## config.mk

```make
export PLATFORM = sky130hd
export DESIGN_NAME = usbirq_agg
export DESIGN_NICKNAME = d
export VERILOG_FILES = /design/src/rtl/usbirq_pkg.sv /design/src/rtl/usbirq_latch_bank.sv /design/src/rtl/usbirq_regif.sv /design/src/rtl/usbirq_mask_or.sv /design/src/rtl/usbirq_agg.sv
export SDC_FILE = /design/constraint.sdc
export NUM_CORES = 1
export LEC_CHECK = 0
export ABC_AREA = 1
export CAP_MARGIN = 20
export CORE_MARGIN = 2
export CORE_UTILIZATION = 50
export DETAILED_ROUTE_END_ITERATION = 16
export PLACE_DENSITY = 0.87
export SETUP_SLACK_MARGIN = 0.3
export SLEW_MARGIN = 25
export SYNTH_ARGS = -nofsm -noshare
export SYNTH_HDL_FRONTEND = slang
export SYNTH_HIERARCHICAL = 1
export SYNTH_SLANG_ARGS = --single-unit
```

## constraint.sdc

```tcl
create_clock -name clk -period 1.45 [get_ports clk]
set_clock_uncertainty 0.1 [all_clocks]
set_input_delay 0.29 -clock clk [delete_from_list [all_inputs] [get_ports clk]]
set_output_delay 0.29 -clock clk [all_outputs]
set_load 0.1 [all_outputs]
```

## src/rtl/usbirq_pkg.sv

```systemverilog
package usbirq_pkg;
  localparam int EP0_CAUSES   = 5;
  localparam int EPN_CAUSES   = 3;
  localparam int REG_DEV_STAT = 0;
  localparam int REG_DEV_EN   = 1;
  localparam int REG_BUS_STAT = 2;
  localparam int BUS_SRCS     = 2;
endpackage

```

## src/rtl/usbirq_latch_bank.sv

```systemverilog
module usbirq_latch_bank #(
  parameter int W = 16
) (
  input  logic         clk,
  input  logic         rst,
  input  logic [W-1:0] set_i,
  input  logic [W-1:0] clr_i,
  output logic [W-1:0] q_o
);
  for (genvar b = 0; b < W; b++) begin : g_bit
    always_ff @(posedge clk) begin
      if (rst)             q_o[b] <= 1'b0;
      else if (set_i[b])   q_o[b] <= 1'b1;
      else if (clr_i[b])   q_o[b] <= 1'b0;
    end

    AST_SET_WINS: assert property (@(posedge clk) disable iff (rst)
      set_i[b] |=> q_o[b]);
    AST_CLEAR_TAKES: assert property (@(posedge clk) disable iff (rst)
      (!set_i[b] && clr_i[b]) |=> !q_o[b]);
    AST_STICKY_HOLD: assert property (@(posedge clk) disable iff (rst)
      (!set_i[b] && !clr_i[b]) |=> $stable(q_o[b]));
  end
endmodule

```

## src/rtl/usbirq_regif.sv

```systemverilog
module usbirq_regif
  import usbirq_pkg::*;
#(
  parameter int ADDR_W   = 2,
  parameter int DATA_W   = 16,
  parameter int DEV_SRCS = 16
) (
  input  logic                clk,
  input  logic                rst,
  input  logic [ADDR_W-1:0]   bus_addr,
  input  logic                bus_wr,
  input  logic [DATA_W-1:0]   bus_wdata,
  input  logic                bus_rd,
  output logic [DATA_W-1:0]   bus_rdata,
  input  logic [DEV_SRCS-1:0] dev_st,
  input  logic [BUS_SRCS-1:0] bus_st,
  output logic [DEV_SRCS-1:0] dev_clr,
  output logic [BUS_SRCS-1:0] bus_clr,
  output logic [DEV_SRCS-1:0] dev_en
);
  logic hit_dst, hit_den, hit_bst;
  logic wr_den;
  logic [DATA_W-1:0] rd_mux;

  always_comb begin
    hit_dst = (bus_addr == ADDR_W'(REG_DEV_STAT));
    hit_den = (bus_addr == ADDR_W'(REG_DEV_EN));
    hit_bst = (bus_addr == ADDR_W'(REG_BUS_STAT));
    wr_den  = bus_wr && hit_den;
    dev_clr = (bus_wr && hit_dst) ? bus_wdata[DEV_SRCS-1:0] : '0;
    bus_clr = (bus_wr && hit_bst) ? bus_wdata[BUS_SRCS-1:0] : '0;
    rd_mux  = '0;
    if (hit_dst)      rd_mux[DEV_SRCS-1:0] = dev_st;
    else if (hit_den) rd_mux[DEV_SRCS-1:0] = dev_en;
    else if (hit_bst) rd_mux[BUS_SRCS-1:0] = bus_st;
  end

  always_ff @(posedge clk) begin
    if (rst)         dev_en <= '0;
    else if (wr_den) dev_en <= bus_wdata[DEV_SRCS-1:0];
  end

  always_ff @(posedge clk) begin
    if (rst)         bus_rdata <= '0;
    else if (bus_rd) bus_rdata <= rd_mux;
  end

  AST_EN_ONLY_BY_WRITE: assert property (@(posedge clk) disable iff (rst)
    !wr_den |=> $stable(dev_en));
  AST_RDATA_HOLD: assert property (@(posedge clk) disable iff (rst)
    !bus_rd |=> $stable(bus_rdata));
endmodule

```

## src/rtl/usbirq_mask_or.sv

```systemverilog
module usbirq_mask_or #(
  parameter int W = 16
) (
  input  logic         clk,
  input  logic         rst,
  input  logic [W-1:0] st_i,
  input  logic [W-1:0] en_i,
  output logic         irq_o
);
  logic any_live;

  always_comb any_live = |(st_i & en_i);

  always_ff @(posedge clk) begin
    if (rst) irq_o <= 1'b0;
    else     irq_o <= any_live;
  end

  AST_IRQ_NEEDS_STATUS: assert property (@(posedge clk) disable iff (rst)
    irq_o |-> $past(|st_i));
  AST_IRQ_NEEDS_ENABLE: assert property (@(posedge clk) disable iff (rst)
    irq_o |-> $past(|en_i));
endmodule

```

## src/rtl/usbirq_agg.sv

```systemverilog
module usbirq_agg
  import usbirq_pkg::*;
#(
  parameter int ADDR_W  = 2,
  parameter int DATA_W  = 16,
  parameter int NUM_EPN = 3
) (
  input  logic                            clk,
  input  logic                            rst,
  input  logic [ADDR_W-1:0]               bus_addr,
  input  logic                            bus_wr,
  input  logic [DATA_W-1:0]               bus_wdata,
  input  logic                            bus_rd,
  output logic [DATA_W-1:0]               bus_rdata,
  input  logic [EP0_CAUSES-1:0]           ep0_evt,
  input  logic [EPN_CAUSES*NUM_EPN-1:0]   epn_evt,
  input  logic                            suspend_evt,
  input  logic                            resume_evt,
  input  logic                            bus_reset_evt,
  input  logic                            sof_evt,
  output logic                            irq_bus_reset,
  output logic                            irq_sof,
  output logic                            irq_dev
);
  localparam int DEV_SRCS = EP0_CAUSES + EPN_CAUSES * NUM_EPN + 2;

  logic [DEV_SRCS-1:0] dev_set, dev_clr, dev_st, dev_en;
  logic [BUS_SRCS-1:0] bus_set, bus_clr, bus_st;

  initial begin
    AST_MAP_FITS: assert (DATA_W >= DEV_SRCS);
  end

  always_comb begin
    dev_set = {resume_evt, suspend_evt, epn_evt, ep0_evt};
    bus_set = {sof_evt, bus_reset_evt};
  end

  usbirq_latch_bank #(.W(DEV_SRCS)) u_dev_bank (
    .clk(clk), .rst(rst), .set_i(dev_set), .clr_i(dev_clr), .q_o(dev_st));

  usbirq_latch_bank #(.W(BUS_SRCS)) u_bus_bank (
    .clk(clk), .rst(rst), .set_i(bus_set), .clr_i(bus_clr), .q_o(bus_st));

  usbirq_regif #(.ADDR_W(ADDR_W), .DATA_W(DATA_W), .DEV_SRCS(DEV_SRCS)) u_regif (
    .clk(clk), .rst(rst), .bus_addr(bus_addr), .bus_wr(bus_wr),
    .bus_wdata(bus_wdata), .bus_rd(bus_rd), .bus_rdata(bus_rdata),
    .dev_st(dev_st), .bus_st(bus_st), .dev_clr(dev_clr), .bus_clr(bus_clr),
    .dev_en(dev_en));

  usbirq_mask_or #(.W(DEV_SRCS)) u_dev_or (
    .clk(clk), .rst(rst), .st_i(dev_st), .en_i(dev_en), .irq_o(irq_dev));

  always_comb begin
    irq_bus_reset = bus_st[0];
    irq_sof       = bus_st[1];
  end

  AST_RESET_CLEAN: assert property (@(posedge clk)
    $past(rst) |-> (!irq_dev && !irq_bus_reset && !irq_sof));
  AST_BUSRST_CAUSE: assert property (@(posedge clk) disable iff (rst)
    $rose(irq_bus_reset) |-> $past(bus_reset_evt));
  AST_SOF_CAUSE: assert property (@(posedge clk) disable iff (rst)
    $rose(irq_sof) |-> $past(sof_evt));
endmodule

```

# [Word level (Yosys, flattened, before mapping)]
# Cells that the tools add are included.
[totals] elab_cells=89 regBits=51 output_inout_bits=19 in_bits=40
[op_classes] n_reduce_logical=23 eq_ne=2 bitwise_logic=1 mux=42
[op_table] operator="1-bit two-way mux" count=36
[op_table] operator="2-bit nonzero test" count=18
[op_table] operator="16-bit two-way mux" count=2
[op_table] operator="16-bit AND" count=1
[op_table] operator="16-bit OR reduction" count=1
[op_table] operator="14-bit two-way mux" count=1
[op_table] operator="2-bit two-way mux" count=3
[op_table] operator="1-bit logical AND" count=3
[op_table] operator="2-bit by 1-bit equality test with 1-bit output, second input constant" count=1
[op_table] operator="2-bit equality test, second input constant" count=1
[op_table] operator="2-bit zero test" count=1

# [Logic depth before layout (Yosys ltp)]
# Gate-level depths: netlist of run 1.
[depth] word_depth=5 depth_mapped=8 depth_no_buf=6

# [Hierarchy]
# The synthesis of run 1 kept the hierarchy.
[modules_own_cells] mod="usbirq_regif" area_per_inst_um2=1720.4 instances=1 seq_area_each_um2=640.6 cells_per_inst=253
[modules_own_cells] mod="usbirq_latch_bank at u_dev_bank" area_per_inst_um2=656.9 instances=1 seq_area_each_um2=320.3 cells_per_inst=82
[modules_own_cells] mod="usbirq_mask_or" area_per_inst_um2=140.1 instances=1 seq_area_each_um2=20.0 cells_per_inst=33
[modules_own_cells] mod="usbirq_latch_bank at u_bus_bank" area_per_inst_um2=72.6 instances=1 seq_area_each_um2=40.0 cells_per_inst=10

# [Worst setup path before layout of run 1]
# No wires, ideal clock.
[synth_path] path_kind="flip-flop to flip-flop" from="register u_bus_bank.q_o[0]" to="register u_regif.bus_rdata[0]" setup_slack_ps=15 arrival_ps=1270 synth_period_minus_slack_ps=1435 path_stages_with_launch=5 setup_ps=65 required_time_ps=1285 n_path_buf=0 path_cell_list="dfxtp_1 nand3_1 nand2_1 nor2_1 nor2_1"
[synth_via] elab_chain_cells=3
[synth_rtl] element="start: declaration" line_no="usbirq_latch_bank.sv:8" source="output logic [W-1:0] q_o"
[synth_rtl] element="start signal: indexed assignment" line_no="usbirq_latch_bank.sv:12" source="if (rst) q_o[b] <= 1'b0;"
[synth_rtl] element="start signal: indexed assignment" line_no="usbirq_latch_bank.sv:13" source="else if (set_i[b]) q_o[b] <= 1'b1;"
[synth_rtl] element="start signal: indexed assignment" line_no="usbirq_latch_bank.sv:14" source="else if (clr_i[b]) q_o[b] <= 1'b0;"
[synth_rtl] element="2-bit two-way mux" line_no="usbirq_regif.sv:35" source="else if (hit_bst) rd_mux[BUS_SRCS-1:0] = bus_st;"
[synth_rtl] element="2-bit two-way mux" line_no="usbirq_regif.sv:34" source="else if (hit_den) rd_mux[DEV_SRCS-1:0] = dev_en;"
[synth_rtl] element="16-bit two-way mux" line_no="usbirq_regif.sv:33" source="if (hit_dst) rd_mux[DEV_SRCS-1:0] = dev_st;"
[synth_rtl] element="end signal: assignment" line_no="usbirq_regif.sv:45" source="else if (bus_rd) bus_rdata <= rd_mux;"
[synth_rtl] element="end: declaration" line_no="usbirq_regif.sv:14" source="output logic [DATA_W-1:0] bus_rdata,"
# Every way passes these cells.
# A chain may end at the register's enable or synchronous reset.

# [Final worst setup path of run 1]
[layout_path] from="register u_dev_bank.q_o[11]" to="register u_dev_or.irq_o"
[layout_via] elab_chain_cells=2
[layout_rtl] element="start: declaration" line_no="usbirq_latch_bank.sv:8"
[layout_rtl] element="start signal: indexed assignment" line_no="usbirq_latch_bank.sv:12"
[layout_rtl] element="start signal: indexed assignment" line_no="usbirq_latch_bank.sv:13"
[layout_rtl] element="start signal: indexed assignment" line_no="usbirq_latch_bank.sv:14"
[layout_rtl] element="16-bit AND" line_no="usbirq_mask_or.sv:12" source="always_comb any_live = |(st_i & en_i);"
[layout_rtl] element="16-bit OR reduction" line_no="usbirq_mask_or.sv:12"
[layout_rtl] element="end signal: assignment" line_no="usbirq_mask_or.sv:16" source="else irq_o <= any_live;"
[layout_rtl] element="end: declaration" line_no="usbirq_mask_or.sv:8" source="output logic irq_o"
# Every way passes these cells.

==> results.toml, run 1 <==
[setup_path]
cp-end-kind = "register"
critPathArrivalTime_ps = 1340
cp.required_ps = 1540
critPathSlowestCell = "dfxtp_1"
max_stage_delay_ps = 360
crit_buf_inv = 0
path_max_fanout = 3
cp_top_family = "simple AND/OR/NAND/NOR gates"
critPathKind = "register to register"
critPathLaunchType = "register"
path_cells = "nand2_1, nand2_1, nor2_1, nand2_1, nor2_1, nor2_1"

[timing]
finalMaxSlewViolations = 0
slew_headroom = 0.790
worst_pin_slew_ps = 315
min_period_over_period = 0.860
report.final.setup_viol = 0
period_minus_slack_ps = 1250
hold_viol = 0
rsz0062_at_grt = "true"
max_freq_mhz = 802

[placement]
port_buffers = 58
gp_congestion = 0.841
placed_cells = 498
dp_hpwl_um = 4290

[detailed_routing]
via_count = 2865
via_per_inst = 5.49
totalWireLength_um = 8190
drtIter0Drc = 353
wl_per_cell_um = 15.7
route.detailed.drc = 0
antenna_left = 0
dr.pass1.iters = 6

[synth]
synth_fp_nets = 418
yosys.area.top_type = "dfxtp_1"
yosysWarningCount = 6
ys_ff_latch = 51
synthCells = 378
ys_seq_area_frac = 0.394
synth_flop_cell = "dfxtp_1"
yosys.area.top_type_share = 0.394
synth.area.top_cells = "dfxtp_1 39%, nand2_1 12%, inv_1 9.9%"
synthArstFlopShare = 0
synth-edff-count = 0
ys_types = 21
syn-mean-instance-area_um2 = 6.85
netlist_area_mm2 = 0.00259

[final_layout]
utilization = 0.750
layout-drive-gt1-share = 0.248
final_cells = 522
final_nets = 491
mostFrequentLayoutCells = "83 x nand2_1, 68 x inv_1, 54 x nor2_1, 34 x clkdlybuf4s50_1, 33 x nand3_1"
layout_commonest_cell = "nand2_1"
antenna_cells = 0
areaGrowthSynthToFinish_pct = 45.9

[run]
cap_violations = 0

[power_and_ir_drop]
p_comb_frac = 0.286
p_int_mw = 2.23
p_sw_frac = 0.325
p_leak_nw = 1.77
powerDensity_mw_per_mm2 = 873
p_seq_frac = 0.475
irDropWorstVdd_mv = 0.581
pwr-share-clk = 0.239
report.power.total_mw = 3.30
p_sw_mw = 1.07

[clock_tree]
insertion_delay_ps = 300
root_buffer = "clkbuf_8"
cts_tree = "yes"
path_clk_slew_ps = 90
htree_num_levels = 2
cts.sink_count = 51
cts_buffer_depth = 2
cts_buffers = 5

[floorplan]
die_height_um = 76.0
ioPinCount = 59
start_util = 0.514
die_w_um = 76.0
dieArea_mm2 = 0.00577
core_area_mm2 = 0.00504
rows = 26

[global_routing]
overflow = 0
grt_pass1_wl_um = 12100
grt_pass1_vias = 2551
antenna_found_initial = 0
globalRouteTotalUtil = 0.261
grt_max_degree = 42

[outcome]
outcome = "finished, final reports clean"

[worst_hold_path]
hold_path_class = "input port to register"
==> area by class of cell <==
cell class                 instances  area, um2
fill                             337       1260
multi-input combinational        239       1190
timing repair buffer              85       1120
sequential                        51       1040
inverter                          69        259
tap                               70       87.6
clock buffer                       7       76.3
clock inverter                     1       5.00
==> cells in the mapped netlist (2+ instances only) <==
master,instances
nand4_1,16
nand2_2,10
buf_6,3
clkbuf_1,3
nand3_1,33
inv_1,68
o21ai_0,2
nor2_1,56
buf_12,2
a21oi_1,14
dfxtp_1,51
a21oi_2,19
buf_2,7
nand2_1,84
buf_4,4
==> tightest hold or removal path: stages <==
cell and delay [ps]:
buf_2 110, buf_4 180, a21oi_2 40
==> through the flow <==
stage,setup slack [ps],TNS [ps],cell area [um2],hold WS [ps]
after floorplan,182,0,2630,252
after global placement,-297,-9950,3470,362
after detailed placement,-379,-12170,3470,372
after CTS,215,0,3690,256
after global routing,190,0,3780,262
final,203,0,3780,255
==> kinds of logic after synthesis <==
kind of cell    count (synthesis)  synth area share
flops                          51             0.394
buf+inv                        89             0.159
simple gates                  202             0.345
compound gates                 36             0.101
==> final timing paths <==
kind / endpoint / start / cells past startpoint / slack, ps
max: u_dev_or/irq_o / u_dev_bank/q_o[11] / 6 / 200
min: u_dev_bank/q_o[2] / rst / 3 / 250
max reg2reg: u_dev_or/irq_o / u_dev_bank/q_o[11] / 6 / 200
min reg2reg: u_regif/dev_en[3] / u_regif/dev_en[3] / 2 / 400
==> metal layers <==
metal / GRT usage / part of all wire / vias up / routed length (um)
met4: 0.122 / 0.064 / 0 / 525
met5: 0 / 0 / - / 0
met2: 0.458 / 0.48 / 211 / 3920
li1: - / - / 1304 / -
met1: 0.311 / 0.36 / 1284 / 2970
met3: 0.0438 / 0.093 / 66 / 763
==> registers in the layout (all words and copies together) (netlist names) <==
register / flops
u_bus_bank/q_o: 2
u_dev_bank/q_o: 16
u_dev_or/irq_o: 1
u_regif/bus_rdata: 16
u_regif/dev_en: 16
==> timing repair <==
item / in CTS / in global routing
buffers inserted: 8 / 3
pin swaps: 2 / 2
cloned: 2 / 3
gates resized for setup: 8 / 9
hold buffers: 0 / 0
endpoints found under the setup margin: 69 / 46
==> power groups by stage <==
| stage | clock network (mW) | logic (mW) | registers, mW |
|---|---|---|---|
| 6_report | 0.790 | 0.943 | 1.57 |
| 5_1_grt | 0.843 | 0.988 | 1.58 |
| 4_1_cts | 0.792 | 0.885 | 1.56 |
| 2_1_floorplan | 0 | 0.288 | 1.80 |
| 3_3_place_gp | 0 | 0.821 | 1.59 |
| 3_5_place_dp | 0 | 0.837 | 1.60 |
Note: power is estimated with default switching activity, not from simulation.
==> run 2, diff against run 1 <==
--- a/config.mk
+++ b/config.mk
@@ -5,13 +5,13 @@
 export SDC_FILE = /design/constraint.sdc
 export NUM_CORES = 1
 export LEC_CHECK = 0
-export ABC_AREA = 1
 export CAP_MARGIN = 20
 export CORE_MARGIN = 2
-export CORE_UTILIZATION = 50
+export CORE_UTILIZATION = 48
 export DETAILED_ROUTE_END_ITERATION = 16
-export PLACE_DENSITY = 0.87
+export PLACE_DENSITY = 0.86
 export SETUP_SLACK_MARGIN = 0.3
+export SKIP_LAST_GASP = 1
 export SLEW_MARGIN = 25
 export SYNTH_ARGS = -nofsm -noshare
 export SYNTH_HDL_FRONTEND = slang
==> run 2 against run 1 <==
  * Global-route usage shrank 1.3 points
  * Sequential share of layout area rose by 2.9 points
  * Core utilization rose by 3.8 points
  * Clock power increased by 24%
  * Worst hold slack improved by 120 ps
  * Register-to-register slack got worse by 60 ps
  * Fmax shrank 4.9%
  * First-iteration DRC count fell by 49%
  * Total power down 3.1%
  * Combinational power fell by 28%
  * Cell area shrank 8.1%
  * Synthesized area down 14%
  * Highest routed layer unchanged
==> results.toml, run 2 <==
[placement]
place_ws_ps = -380
gp_congestion = 0.869
port_buffers = 58
dp_hpwl_um = 3960

[floorplan]
start_util = 0.506
die_height_um = 72.2
ioPinCount = 59
core_area_mm2 = 0.00441
dieArea_mm2 = 0.00522
rows = 24
die_w_um = 72.2

[setup_path]
critPathArrivalTime_ps = 1390
cp-end-kind = "register"
path_cells = "a22o_1, a221oi_2, and3_1, a31oi_2"
path_max_fanout = 2
max_stage_delay_ps = 330
cp.required_ps = 1530
critPathSlowestCell = "dfxtp_2"
critPathLaunchType = "register"
critPathKind = "register to register"

[global_routing]
grtUsageMet3 = 0.0528
grt_pass1_vias = 2079
overflow = 0
busiest_layer = "met2"
antenna_found_initial = 0
globalRouteTotalUtil = 0.248
grt_pass1_wl_um = 9760
use_met1 = 0.274
grt_max_degree = 16
grtUsageMet2 = 0.458

[timing]
finalMaxSlewViolations = 0
min_period_over_period = 0.904
rsz0062_at_grt = "true"
max_freq_mhz = 763
worst_slack_ps = 139
report.final.setup_viol = 0
tns_ps = 0
worst_pin_slew_ps = 315
period_minus_slack_ps = 1310
hold_viol = 0
slew_headroom = 0.790

[final_layout]
antenna_cells = 0
reg.largest.list = "u_dev_bank/q_o x16, u_regif/bus_rdata x16, u_regif/dev_en x16"
layout-drive-gt1-share = 0.388
final_nets = 370
layout_commonest_cell = "nand2_1"
mostFrequentLayoutCells = "47 x nand2_1, 34 x clkdlybuf4s50_1, 28 x dfxtp_1, 22 x a21oi_1"
utilization = 0.787
areaGrowthSynthToFinish_pct = 55.5

[clock_tree]
cts.sink_count = 51
cts_buffer_depth = 2
insertion_delay_ps = 310
htree_num_levels = 2
cts_buffers = 5
root_buffer = "clkbuf_8"
cts_tree = "yes"
path_clk_slew_ps = 90

[detailed_routing]
wl_per_cell_um = 15.8
dr.pass1.iters = 4
antenna_left = 0
totalWireLength_um = 6050
drtIter0Drc = 181
route.detailed.drc = 0
via_count = 2051
via_per_inst = 5.37

[synth]
netlist_area_mm2 = 0.00223
yosysWarningCount = 6
ys_ff_latch = 51
ys_seq_area_frac = 0.457
synthMostInstantiatedCell = "dfxtp_1"
synthArstFlopShare = 0
ys_types = 30
synth-edff-count = 0
synthCells = 253
ys_top_cells_by_count = "51 x dfxtp_1, 47 x nand2_1, 24 x a21oi_1"
synth_flop_cell = "dfxtp_1"
yosys.area.top_type_share = 0.457
yosys.area.top_type = "dfxtp_1"
syn-mean-instance-area_um2 = 8.83
synth.area.top_cells = "dfxtp_1 46%, nand2_1 7.9%, mux2i_1 6.3%"
synth_fp_nets = 293

[power_and_ir_drop]
powerDensity_mw_per_mm2 = 921
p_leak_nw = 1.41
irDropWorstVdd_mv = 0.763

[outcome]
outcome = "finished, final reports clean"

[run]
cap_violations = 0

[worst_hold_path]
hold_path_class = "register to register"
[run 2: changes by cell type after synthesis, sizes merged, moves of 5 or more]
cell / before / now
inv: 69 / 18
o21ai: 2 / 14
nor2b: 0 / 5
nor2: 57 / 1
and2: 0 / 16
buf: 17 / 11
nand2b: 0 / 19
mux2i: 0 / 14
nand4: 16 / 0
nand3: 34 / 0
nand2: 95 / 47
[run 2: worst max-delay path, delay by kind of cell, from the launching register on]
kind             cells  cell delay [ps]
AO/OA/AOI/OAI        3              530
flip-flops           1              330
AND/OR/NAND/NOR      1              220
[run 2: cell type report]
type                       count  area, um2
multi-input combinational    174       1230
timing repair buffer          80        945
tap                           52       65.1
clock inverter                 2       36.3
sequential                    51       1060
fill                         263        940
clock buffer                   5       68.8
inverter                      18       67.6
[run 2: path summary, 6_finish.rpt]
check	startpoint	endpoint	slack (ps)	cells after the start
hold reg to reg	u_regif/bus_rdata[13]	u_regif/bus_rdata[13]	370	2
setup reg to reg	u_regif/dev_en[6]	u_dev_or/irq_o	140	4
hold / removal	u_regif/bus_rdata[13]	u_regif/bus_rdata[13]	370	2
setup / recovery	u_regif/dev_en[6]	u_dev_or/irq_o	140	4
[run 2: routing by layer]
layer / vias to the layer above / wire [um]
met5: - / 0
met4: 0 / 158
li1: 989 / -
met1: 968 / 2380
met3: 16 / 361
met2: 78 / 3150
[run 2: report_power, final]
part	internal [mW]	switching [mW]	leakage, nW
Sequential	1.47	0.0715	0.430
Clock	0.506	0.474	0.0545
Combinational	0.331	0.349	0.924
Total	2.31	0.895	1.41
[run 2: logic make-up (layout without fill, tap and decap cells)]
| kind of cell | Yosys count | after routing | synth area share |
|---|---|---|---|
| AND/OR/NAND/NOR | 97 | 99 | 0.225 |
| AO/OA/AOI/OAI | 61 | 61 | 0.172 |
| flip-flops | 51 | 51 | 0.457 |
| buffers and inverters | 30 | 105 | 0.0829 |
| multiplexers | 14 | 14 | 0.0627 |
[run 2: timing repair]
item / in CTS / in global routing
gates resized for setup: 35 / 18
hold buffers: 0 / 0
pin swaps: 11 / 5
setup endpoints to repair: 70 / 68
buffers inserted: 7 / 1
cloned: 2 / 0
[run 2: stage by stage]
| stage | power [mW] | hold slack, ps | std cells | cell area, um2 |
|---|---|---|---|---|
| 2_1_floorplan | 1.92 | 249 | 253 | 2370 |
| 6_report | 3.20 | 371 | 382 | 3470 |
| 3_3_place_gp | 2.17 | 355 | 365 | 3190 |
| 3_5_place_dp | 2.18 | 361 | 365 | 3190 |
| 4_1_cts | 3.17 | 373 | 381 | 3430 |
| 5_1_grt | 3.29 | 397 | 382 | 3470 |
